==> config.mk <==
export PLATFORM = sky130hd
export DESIGN_NAME = port_irq_regs
export DESIGN_NICKNAME = d
export VERILOG_FILES = /design/src/rtl/port_irq_pkg.sv /design/src/rtl/pirq_evt_latch.sv /design/src/rtl/pirq_enable.sv /design/src/rtl/pirq_clear_ctl.sv /design/src/rtl/port_irq_regs.sv
export SDC_FILE = /design/constraint.sdc
export NUM_CORES = 1
export LEC_CHECK = 0
export CORE_MARGIN = 4
export CORE_UTILIZATION = 25
export DETAILED_ROUTE_END_ITERATION = 16
export GPL_TIMING_DRIVEN = 1
export PLACE_DENSITY_LB_ADDON = 0.12
export SLEW_MARGIN = 25
export SYNTH_ARGS = -nofsm -noshare
export SYNTH_HDL_FRONTEND = slang
export SYNTH_HIERARCHICAL = 1
export SYNTH_SLANG_ARGS = --single-unit
==> constraint.sdc <==
create_clock -name clk -period 1.9 [get_ports clk]
set_input_delay 0.38 -clock clk [delete_from_list [all_inputs] [get_ports clk]]
set_output_delay 0.38 -clock clk [all_outputs]
set_load 0.1 [all_outputs]
==> src/rtl/port_irq_pkg.sv <==
package port_irq_pkg;
   localparam int unsigned REG_CTRL  = 0;
   localparam int unsigned REG_STAT  = 1;
   localparam int unsigned REG_ENSET = 2;
   localparam int unsigned REG_ENCLR = 3;
   localparam int unsigned W1C_BIT   = 3;
   localparam logic [11:0] DEF_EVT_MASK = 12'h87F;
endpackage

==> src/rtl/pirq_evt_latch.sv <==
module pirq_evt_latch #(
   parameter int unsigned EVT_W = 12,
   parameter logic [EVT_W-1:0] EVT_MASK = '1
) (
   input  logic             clk,
   input  logic             rst_n,
   input  logic [EVT_W-1:0] evt_i,
   input  logic [EVT_W-1:0] clr_i,
   output logic [EVT_W-1:0] raw_o
);
   for (genvar g = 0; g < EVT_W; g++) begin : g_bit
      if (EVT_MASK[g]) begin : g_impl
         logic st_q;
         always_ff @(posedge clk or negedge rst_n) begin
            if (!rst_n) st_q <= 1'b0;
            else        st_q <= (st_q & ~clr_i[g]) | evt_i[g];
         end
         assign raw_o[g] = st_q;

         assert_evt_latch_R2: assert property (@(posedge clk) disable iff (!rst_n)
            evt_i[g] |=> raw_o[g]);  // covers R9 as well: an event beats a clear
         assert_clear_R7: assert property (@(posedge clk) disable iff (!rst_n)
            (clr_i[g] && !evt_i[g]) |=> !raw_o[g]);
      end else begin : g_none
         assign raw_o[g] = 1'b0;
      end
   end
endmodule

==> src/rtl/pirq_enable.sv <==
module pirq_enable #(
   parameter int unsigned EVT_W   = 12,
   parameter int unsigned STEER_W = 2
) (
   input  logic               clk,
   input  logic               rst_n,
   input  logic               set_we,
   input  logic               clr_we,
   input  logic [EVT_W-1:0]   en_bits,
   input  logic [STEER_W-1:0] steer_bits,
   output logic [EVT_W-1:0]   en_o,
   output logic [STEER_W-1:0] steer_o
);
   always_ff @(posedge clk or negedge rst_n) begin
      if (!rst_n) begin
         en_o    <= '0;
         steer_o <= '0;
      end else if (set_we) begin
         en_o    <= en_o | en_bits;
         steer_o <= steer_o | steer_bits;
      end else if (clr_we) begin
         en_o    <= en_o & ~en_bits;
         steer_o <= steer_o & ~steer_bits;
      end
   end

   assert_en_set_R4: assert property (@(posedge clk) disable iff (!rst_n)
      set_we |=> ((en_o & $past(en_bits)) == $past(en_bits)));
   assert_en_clr_R5: assert property (@(posedge clk) disable iff (!rst_n)
      (clr_we && !set_we) |=> ((en_o & $past(en_bits)) == '0));
   assert_steer_R6: assert property (@(posedge clk) disable iff (!rst_n)
      set_we |=> ((steer_o & $past(steer_bits)) == $past(steer_bits)));
endmodule

==> src/rtl/pirq_clear_ctl.sv <==
module pirq_clear_ctl #(
   parameter int unsigned EVT_W     = 12,
   parameter int unsigned RAW_SHIFT = 16,
   parameter int unsigned DATA_W    = 32
) (
   input  logic              w1c_mode,
   input  logic              stat_wr,
   input  logic              stat_rd,
   input  logic [DATA_W-1:0] wdata,
   input  logic [EVT_W-1:0]  raw,
   output logic [EVT_W-1:0]  clr_o
);
   always_comb begin
      clr_o = '0;
      if (w1c_mode) begin
         if (stat_wr) clr_o = wdata[EVT_W-1:0] | wdata[RAW_SHIFT +: EVT_W];
      end else if (stat_rd) begin
         clr_o = raw;
      end
   end
endmodule

==> src/rtl/port_irq_regs.sv <==
module port_irq_regs
   import port_irq_pkg::*;
#(
   parameter int unsigned EVT_W     = 12,
   parameter int unsigned RAW_SHIFT = 16,
   parameter int unsigned DATA_W    = 32,
   parameter int unsigned STEER_W   = 2,
   parameter int unsigned ADDR_W    = 2,
   parameter logic [EVT_W-1:0] EVT_MASK = DEF_EVT_MASK
) (
   input  logic               clk,
   input  logic               rst_n,
   input  logic [EVT_W-1:0]   evt_i,
   input  logic               reg_wr,
   input  logic               reg_rd,
   input  logic [ADDR_W-1:0]  reg_addr,
   input  logic [DATA_W-1:0]  reg_wdata,
   output logic [DATA_W-1:0]  reg_rdata,
   output logic [STEER_W-1:0] steer_o,
   output logic               irq_o
);
   localparam int unsigned STEER_LSB = DATA_W - STEER_W;

   if (RAW_SHIFT < EVT_W || RAW_SHIFT + EVT_W > STEER_LSB || ADDR_W < 2
       || W1C_BIT >= DATA_W) begin : g_bad_cfg
      $error("port_irq_regs: field layout does not fit the data word");
   end

   logic              sel_ctrl, sel_stat, sel_enset, sel_enclr;
   logic              w1c_q;
   logic [EVT_W-1:0]  raw, en, masked, clr;
   logic [DATA_W-1:0] stat_word, en_word, ctrl_word;
   wire               unused_wdata = ^reg_wdata;

   assign sel_ctrl  = (reg_addr == ADDR_W'(REG_CTRL));
   assign sel_stat  = (reg_addr == ADDR_W'(REG_STAT));
   assign sel_enset = (reg_addr == ADDR_W'(REG_ENSET));
   assign sel_enclr = (reg_addr == ADDR_W'(REG_ENCLR));

   always_ff @(posedge clk or negedge rst_n) begin
      if (!rst_n)                w1c_q <= 1'b0;
      else if (reg_wr && sel_ctrl) w1c_q <= reg_wdata[W1C_BIT];
   end

   pirq_clear_ctl #(.EVT_W(EVT_W), .RAW_SHIFT(RAW_SHIFT), .DATA_W(DATA_W)) u_clr (
      .w1c_mode (w1c_q),
      .stat_wr  (reg_wr && sel_stat),
      .stat_rd  (reg_rd && sel_stat),
      .wdata    (reg_wdata),
      .raw      (raw),
      .clr_o    (clr)
   );

   pirq_evt_latch #(.EVT_W(EVT_W), .EVT_MASK(EVT_MASK)) u_latch (
      .clk   (clk),
      .rst_n (rst_n),
      .evt_i (evt_i),
      .clr_i (clr),
      .raw_o (raw)
   );

   pirq_enable #(.EVT_W(EVT_W), .STEER_W(STEER_W)) u_en (
      .clk        (clk),
      .rst_n      (rst_n),
      .set_we     (reg_wr && sel_enset),
      .clr_we     (reg_wr && sel_enclr),
      .en_bits    (reg_wdata[EVT_W-1:0]),
      .steer_bits (reg_wdata[DATA_W-1:STEER_LSB]),
      .en_o       (en),
      .steer_o    (steer_o)
   );

   assign masked    = raw & en;
   assign irq_o     = |masked;
   assign stat_word = (DATA_W'(raw) << RAW_SHIFT) | DATA_W'(masked);
   assign en_word   = (DATA_W'(steer_o) << STEER_LSB) | DATA_W'(en);
   assign ctrl_word = DATA_W'(w1c_q) << W1C_BIT;

   always_comb begin
      if (sel_ctrl)      reg_rdata = ctrl_word;
      else if (sel_stat) reg_rdata = stat_word;
      else               reg_rdata = en_word;
   end

   assert_cor_R8: assert property (@(posedge clk) disable iff (!rst_n)
      (reg_rd && sel_stat && !w1c_q) |=> ((raw & $past(raw) & ~$past(evt_i)) == '0));
   assert_w1c_read_R7: assert property (@(posedge clk) disable iff (!rst_n)
      (reg_rd && !reg_wr && w1c_q) |=> ((raw & $past(raw)) == $past(raw)));
endmodule

== Word-level counts from Yosys, hierarchy flattened ==
Cells that the tools add are included.
Widths: inputs -> output; s select.

* Equality and inequality tests: 3
* Multiplexer cells: 9
* Bitwise gates (word level): 34
* Reductions and logical operators: 8

{| class="wikitable"
|+ Operators by type and width
! operator !! count
|-
| $mux 32 || 2
|-
| $mux 12 || 5
|-
| $or 32x12->32 || 1
|-
| $or 28x12->28 || 1
|-
| $and 12x12->12 || 2
|-
| $or 12x12->12 || 2
|-
| $not 12->12 || 1
|-
| $reduce_or 12->1 || 1
|-
| $and 1x1->1 || 8
|-
| $not 1->1 || 8
|-
| $or 1x1->1 || 8
|-
| $logic_and 1x1->1 || 5
|-
| $eq 2x2->1 const B || 2
|-
| $mux 2 || 2
|-
| $and 2x2->2 || 1
|-
| $eq 2x1->1 const B || 1
|-
| $logic_not 2->1 || 1
|-
| $not 2->2 || 1
|-
| $or 2x2->2 || 1
|-
| $reduce_bool 2->1 || 1
|}

* Register bits after elaboration: 23
* Bits of input ports: 50
* Output and inout bits: 35

== Logic depth before layout (Yosys ltp) ==
Gate-level depths: netlist of the first run.

* Depth in word-level cells: 7
* Depth in mapped cells: 8
* Gate-level depth less buffers: 6

== By module ==
Netlist of the first run, hierarchy kept.

{| class="wikitable"
|+ By module, submodules not included
! module !! times used !! cells each !! area an instance (um2) !! sequential area each (um2)
|-
| pirq_enable || 1 || 44 || 541.8 || 350.3
|-
| port_irq_regs || 1 || 66 || 449.2 || 25.0
|-
| pirq_evt_latch || 1 || 37 || 384.1 || 200.2
|-
| pirq_clear_ctl || 1 || 29 || 249.0 || 0.0
|}

== Worst setup path after synthesis of the first run ==
No wires, ideal clock.

* Path type: input to output
* From: input port reg_addr[1]
* To: output port reg_rdata[10]
* Arrival time: 2.055 ns
* Path slack: -0.535 ns
* Stages: 4
* Cells stage by stage: buf_6 buf_2 a21oi_1 nor2b_1

* Word-level cells in the longest chain between the ends: 3
* Elaborated cells on any way between the ends: 4

{| class="wikitable"
|+ RTL lines
! what !! RTL line !! source
|-
| start: declaration || port_irq_regs.sv:16 || <nowiki>input logic [ADDR_W-1:0] reg_addr,</nowiki>
|-
| $eq 2x1->1 || port_irq_regs.sv:36 || <nowiki>assign sel_stat = (reg_addr == ADDR_W'(REG_STAT));</nowiki>
|-
| $mux 32 || port_irq_regs.sv:81 || <nowiki>else if (sel_stat) reg_rdata = stat_word;</nowiki>
|-
| $mux 32 * || port_irq_regs.sv:80 || <nowiki>if (sel_ctrl) reg_rdata = ctrl_word;</nowiki>
|-
| end: declaration || port_irq_regs.sv:18 || <nowiki>output logic [DATA_W-1:0] reg_rdata,</nowiki>
|}

Mark *: on every way between the ends. The rest lies on a longest branch, timed or not.

==> metrics.txt, run 1 <==
cell family with most CP delay=compound AO/OA/AOI/OAI gates; Mapped Area=between 1500 and 2000 µm²; clock tree buffer depth=2; Lkg Pwr=1.12 nW; nets@finish=about 290; Core Util, Final=43.7%; worst path bufs/invs=1; clk_lat worst skew=260 ps; cells after synthesis=roughly 170; pwr dens=~850 nW/µm²; Setup TNS=0 ps; total CTS buffers=3; global-route wire length before repair=7.00 mm; Crit Path Class=flop to output pin; via count=~1,300; worst-path fanout max=3; 1st-pass router iterations=4; achievable clock frequency=approximately 0.55 GHz; number of global-route vias before repair=between 1,000 and 1,500; Worst slew margin=~34%; Die H=86.8 µm; most frequent cells in the layout=33 x clkdlybuf4s50_1, 25 x buf_4, 23 x buf_12, 20 x dfrtp_1, 18 x a22o_1; Congestion Overflow GR=0; initial core utilization=between 20% and 30%; I/O pin count=85; worst path required time=about 1500 ps; max-cap viol count=0; Placer Congestion=0.703; vias per cell=between 4 and 5; ANT cells=0; row count=28; Starting DRT DRC Count=46; DR WL/cell=roughly 14 µm; DRC=0; max incr delay on CP=~400 ps; die area=~7500 µm²; CP Cell Sequence=a22o_1, a221oi_2, nand3_2, buf_12; Setup WS pre-CTS=-94.9 ps; status=complete, no violations; Final Skew=around 3.2 ps; die width=86.8 µm; Min-Delay Path Class=input port to async pin; port buffer count=60; Setup Viol. Count Final=0; commonest non-fill, non-tap cell in the layout=clkdlybuf4s50_1; HPWL after DPL=~3.6 mm; Design Area, Final=about 2600 µm²; Worst-Margin Slew=between 900 and 1000 ps; layout cells sized above 1=a little over a third; Final ANT Viol Nets=0; initial antenna violation count=0; H-tree depth=1; crit path launch type=flop; Post-Syn Area per Cell=approximately 9.3 µm²; CP endpoint kind=output pin; Critical-path top delay cell=dfrtp_1; Area after DPL=between 2000 and 3000 µm²; gr usage total=between 10% and 20%; Reg clk slew, reported paths=around 80 ps; Critical Path AT=between 1000 and 1500 ps; # clock sinks=23; # hold bufs at CTS=0; final slew viol count=0; Final Hold Fails=0; CTS tree=done; Yosys Warn Count=6; Setup WS post-layout=~75 ps; root buf cell=clkbuf_8; worst vdd ir=0.000458 V; largest net degree at the start of global routing=24; Syn-to-layout area delta=68.4%; Total Wirelength=~4.5 mm; minimum clock period after layout=1820 ps; placeable core region=5990 µm²; WHS=466 ps; fin crit share=just under 100%
## layer usage
metal / track usage, % / wire [µm]
met1: 16.1 / 2080
met2: 20.4 / 2180
met3: 2.38 / 229
met4: 2.12 / 24
met5: 0 / 0
## power by group
| part | switching (mW) | total [mW] | leakage [nW] | internal (mW) |
|---|---|---|---|---|
| Clock | 0.158 | 0.307 | 0.0228 | 0.150 |
| Combinational | 0.797 | 1.29 | 0.847 | 0.495 |
| Sequential | 0.0727 | 0.639 | 0.249 | 0.566 |
## final timing paths
check                           slack (ps)                            to  cells after the start  startpoint
worst max register to register         750  u_latch/g_bit[4].g_impl.st_q                      5       w1c_q
max in group asynchronous             1170                     async pin                      2       rst_n
worst max-delay path                    80                         irq_o                      4        flop
worst min register to register         520                          flop                      1        flop
worst min-delay path                   470  u_latch/g_bit[5].g_impl.st_q                      2       rst_n
min in group clk                       520                          flop                      1        flop
## through the flow
stage | power, mW | std cells
2_1_floorplan | 1.49 | 175
3_3_place_gp | 1.92 | 304
3_5_place_dp | 1.92 | 304
4_1_cts | 2.26 | 309
5_1_grt | 2.35 | 312
6_report | 2.24 | 312
## worst register-to-register path, stage by stage (launching register included)
cell and delay, ps:
dfrtp_1 420, nor2b_2 140, buf_4 170, o2bb2ai_2 100, inv_1 50, a21o_1 170
## final cells by class
type	instances	area [µm²]
fill	594	3370
clock buffer	4	45.0
tap	75	93.8
multi-input combinational	118	862
inverter	8	30.0
sequential	23	579
timing repair buffer	84	1010
## what timing repair did
| action | CTS | global route |
|---|---|---|
| gates resized for setup | 8 | 2 |
| gates cloned | 0 | 0 |
| buffers inserted | 1 | 3 |
| setup endpoints to repair | 19 | 1 |
| pin swaps | 0 | 1 |
No activity file was read; power rests on OpenSTA's default activity.
==> run 2: changes to the inputs <==
==> constraint.sdc (replaced) <==
create_clock -name clk -period 2 [get_ports clk]
set_input_delay 0.4 -clock clk [delete_from_list [all_inputs] [get_ports clk]]
set_output_delay 0.4 -clock clk [all_outputs]
set_load 0.1 [all_outputs]
==> metrics.txt, run 2 (synthesis results as in run 1) <==
Critical Path AT=1520 ps; root buf cell=clkbuf_8; Final ANT Viol Nets=0; total CTS buffers=3; Power Internal=roughly 1.1 mW; Worst-Margin Slew=about 1000 ps; area occupied by multi-input gates=around 840 µm²; final slew viol count=0; die width=between 80 and 90 µm; clock share of power=14.4%; CTS tree=done; achievable clock frequency=about 0.52 GHz; CP Cell Sequence=a22o_1, a221oi_2, nand3_2, buf_12; worst vdd ir=0.000401 V; DR WL/cell=roughly 15 µm; most frequent cells in the layout=33 x clkdlybuf4s50_1, 24 x buf_12, 22 x dfrtp_1, 18 x a22o_1, 17 x nand2_1; Reg clk slew, reported paths=90 ps; Design Area, Final=between 2000 and 3000 µm²; Min-Delay Path Class=input port to async pin; # clock sinks=23; commonest non-fill, non-tap cell in the layout=clkdlybuf4s50_1; initial antenna violation count=0; Placer Congestion=0.696; Area after DPL=2480 µm²; sequential power share=between 20% and 30%; Fill cells=~590; Gate power share=56.6%; Congestion Overflow GR=0; Final Skew=8.85 ps; Placed Cells incl. Taps=between 300 and 400; max-cap viol count=0; Starting DRT DRC Count=50; row count=28; FF/Latch Area=roughly 580 µm²; layout cells sized above 1=34.6%; fin cells=around 310; Syn-to-layout area delta=65.8%; Die H=a little under 90 µm; ANT cells=0; CP endpoint kind=output pin; max incr delay on CP=450 ps; worst path required time=~1600 ps; port buffer count=60; Setup TNS=0 ps; nets@finish=around 280; Critical-path top delay cell=dfrtp_1; fin crit share=around 96%; Setup Viol. Count Final=0; Crit Path Class=flop to output pin; initial core utilization=25.9%; number of global-route vias before repair=~1,400; global-route wire length before repair=a little over 7 mm; die area=7540 µm²; crit path launch type=flop; placeable core region=5990 µm²; met2 usage in global routing=a little over a fifth; I/O pin count=85; vias per cell=approximately 4.4; met1 GRT Util=15.8%; clock tree buffer depth=2; clk_lat worst skew=around 270 ps; RSZ-0062 raised after global routing=false; HPWL after DPL=about 3.6 mm; Worst slew margin=33.8%; pwr dens=slightly above 800 nW/µm²; largest net degree at the start of global routing=24; Lkg Pwr=~1.1 nW; gr usage total=12.4%; 1st-pass router iterations=4; DRC=0; Final Hold Fails=0; via count=around 1,300; minimum clock period after layout=1920 ps; sw frac=between 40 and 50%; worst-path fanout max=5; status=complete, no violations; busiest layer in global routing=met2; P_sw=approximately 980 µW; H-tree depth=1; Total Wirelength=about 4.6 mm; met3 Usage GRT=3.23%
## run 2: through the flow
stage	total power, mW	utilization (%)	hold WS (ps)	setup slack, ps
after detailed placement	1.80	41.3	505	-54.1
after global routing	2.21	43.0	504	19.8
after CTS	2.13	42.4	496	-0.905
final	2.11	43.0	488	83.8
after global placement	1.80	41.3	501	-60.3
after floorplan	1.39	-	104	46.4
## run 2: worst max-delay path, delay by kind of cell, from the launching register on
family,cells,cell delay (ps)
flops,1,450
simple gates,1,130
buf+inv,1,180
compound gates,2,480
## run 2: power groups by stage
stage	Combinational (mW)	Sequential (mW)	Clock, mW
after floorplan	0.753	0.641	0
after global placement	1.18	0.615	0
after detailed placement	1.19	0.616	0
after CTS	1.19	0.609	0.325
after global routing	1.24	0.627	0.339
final	1.20	0.612	0.304
## run 2: worst paths after layout
kind / depth (start not counted) / slack, ps / endpoint / startpoint
worst max-delay path: 4 / 80 / irq_o / u_latch/g_bit[6].g_impl.st_q
worst min-delay path: 2 / 490 / u_latch/g_bit[11].g_impl.st_q / rst_n
worst max register to register: 5 / 800 / u_latch/g_bit[4].g_impl.st_q / w1c_q
worst min register to register: 1 / 520 / flop / flop
max in group asynchronous: 2 / 1230 / u_latch/g_bit[4].g_impl.st_q / rst_n
min in group clk: 1 / 520 / flop / flop
## run 2: timing repair
item	4_1_cts	5_1_grt
gates resized for setup	5	10
cloned	0	0
buffers inserted	1	0
hold buffers	0	0
setup endpoints to repair	7	10
## run 2: layout make-up
| cell class | instances | area share [%] |
|---|---|---|
| sequential | 23 | 22.4 |
| inverter | 8 | 1.17 |
| timing repair buffer | 78 | 38.3 |
| clock buffer | 4 | 1.75 |
| multi-input combinational | 118 | 32.8 |
| tap | 75 | 3.64 |
## run 2: metal layers
layer | up-vias | routed length, µm
met5 | - | 0
met4 | 0 | 17
met3 | 2 | 267
met2 | 41 | 2300
met1 | 631 | 1980
li1 | 671 | -
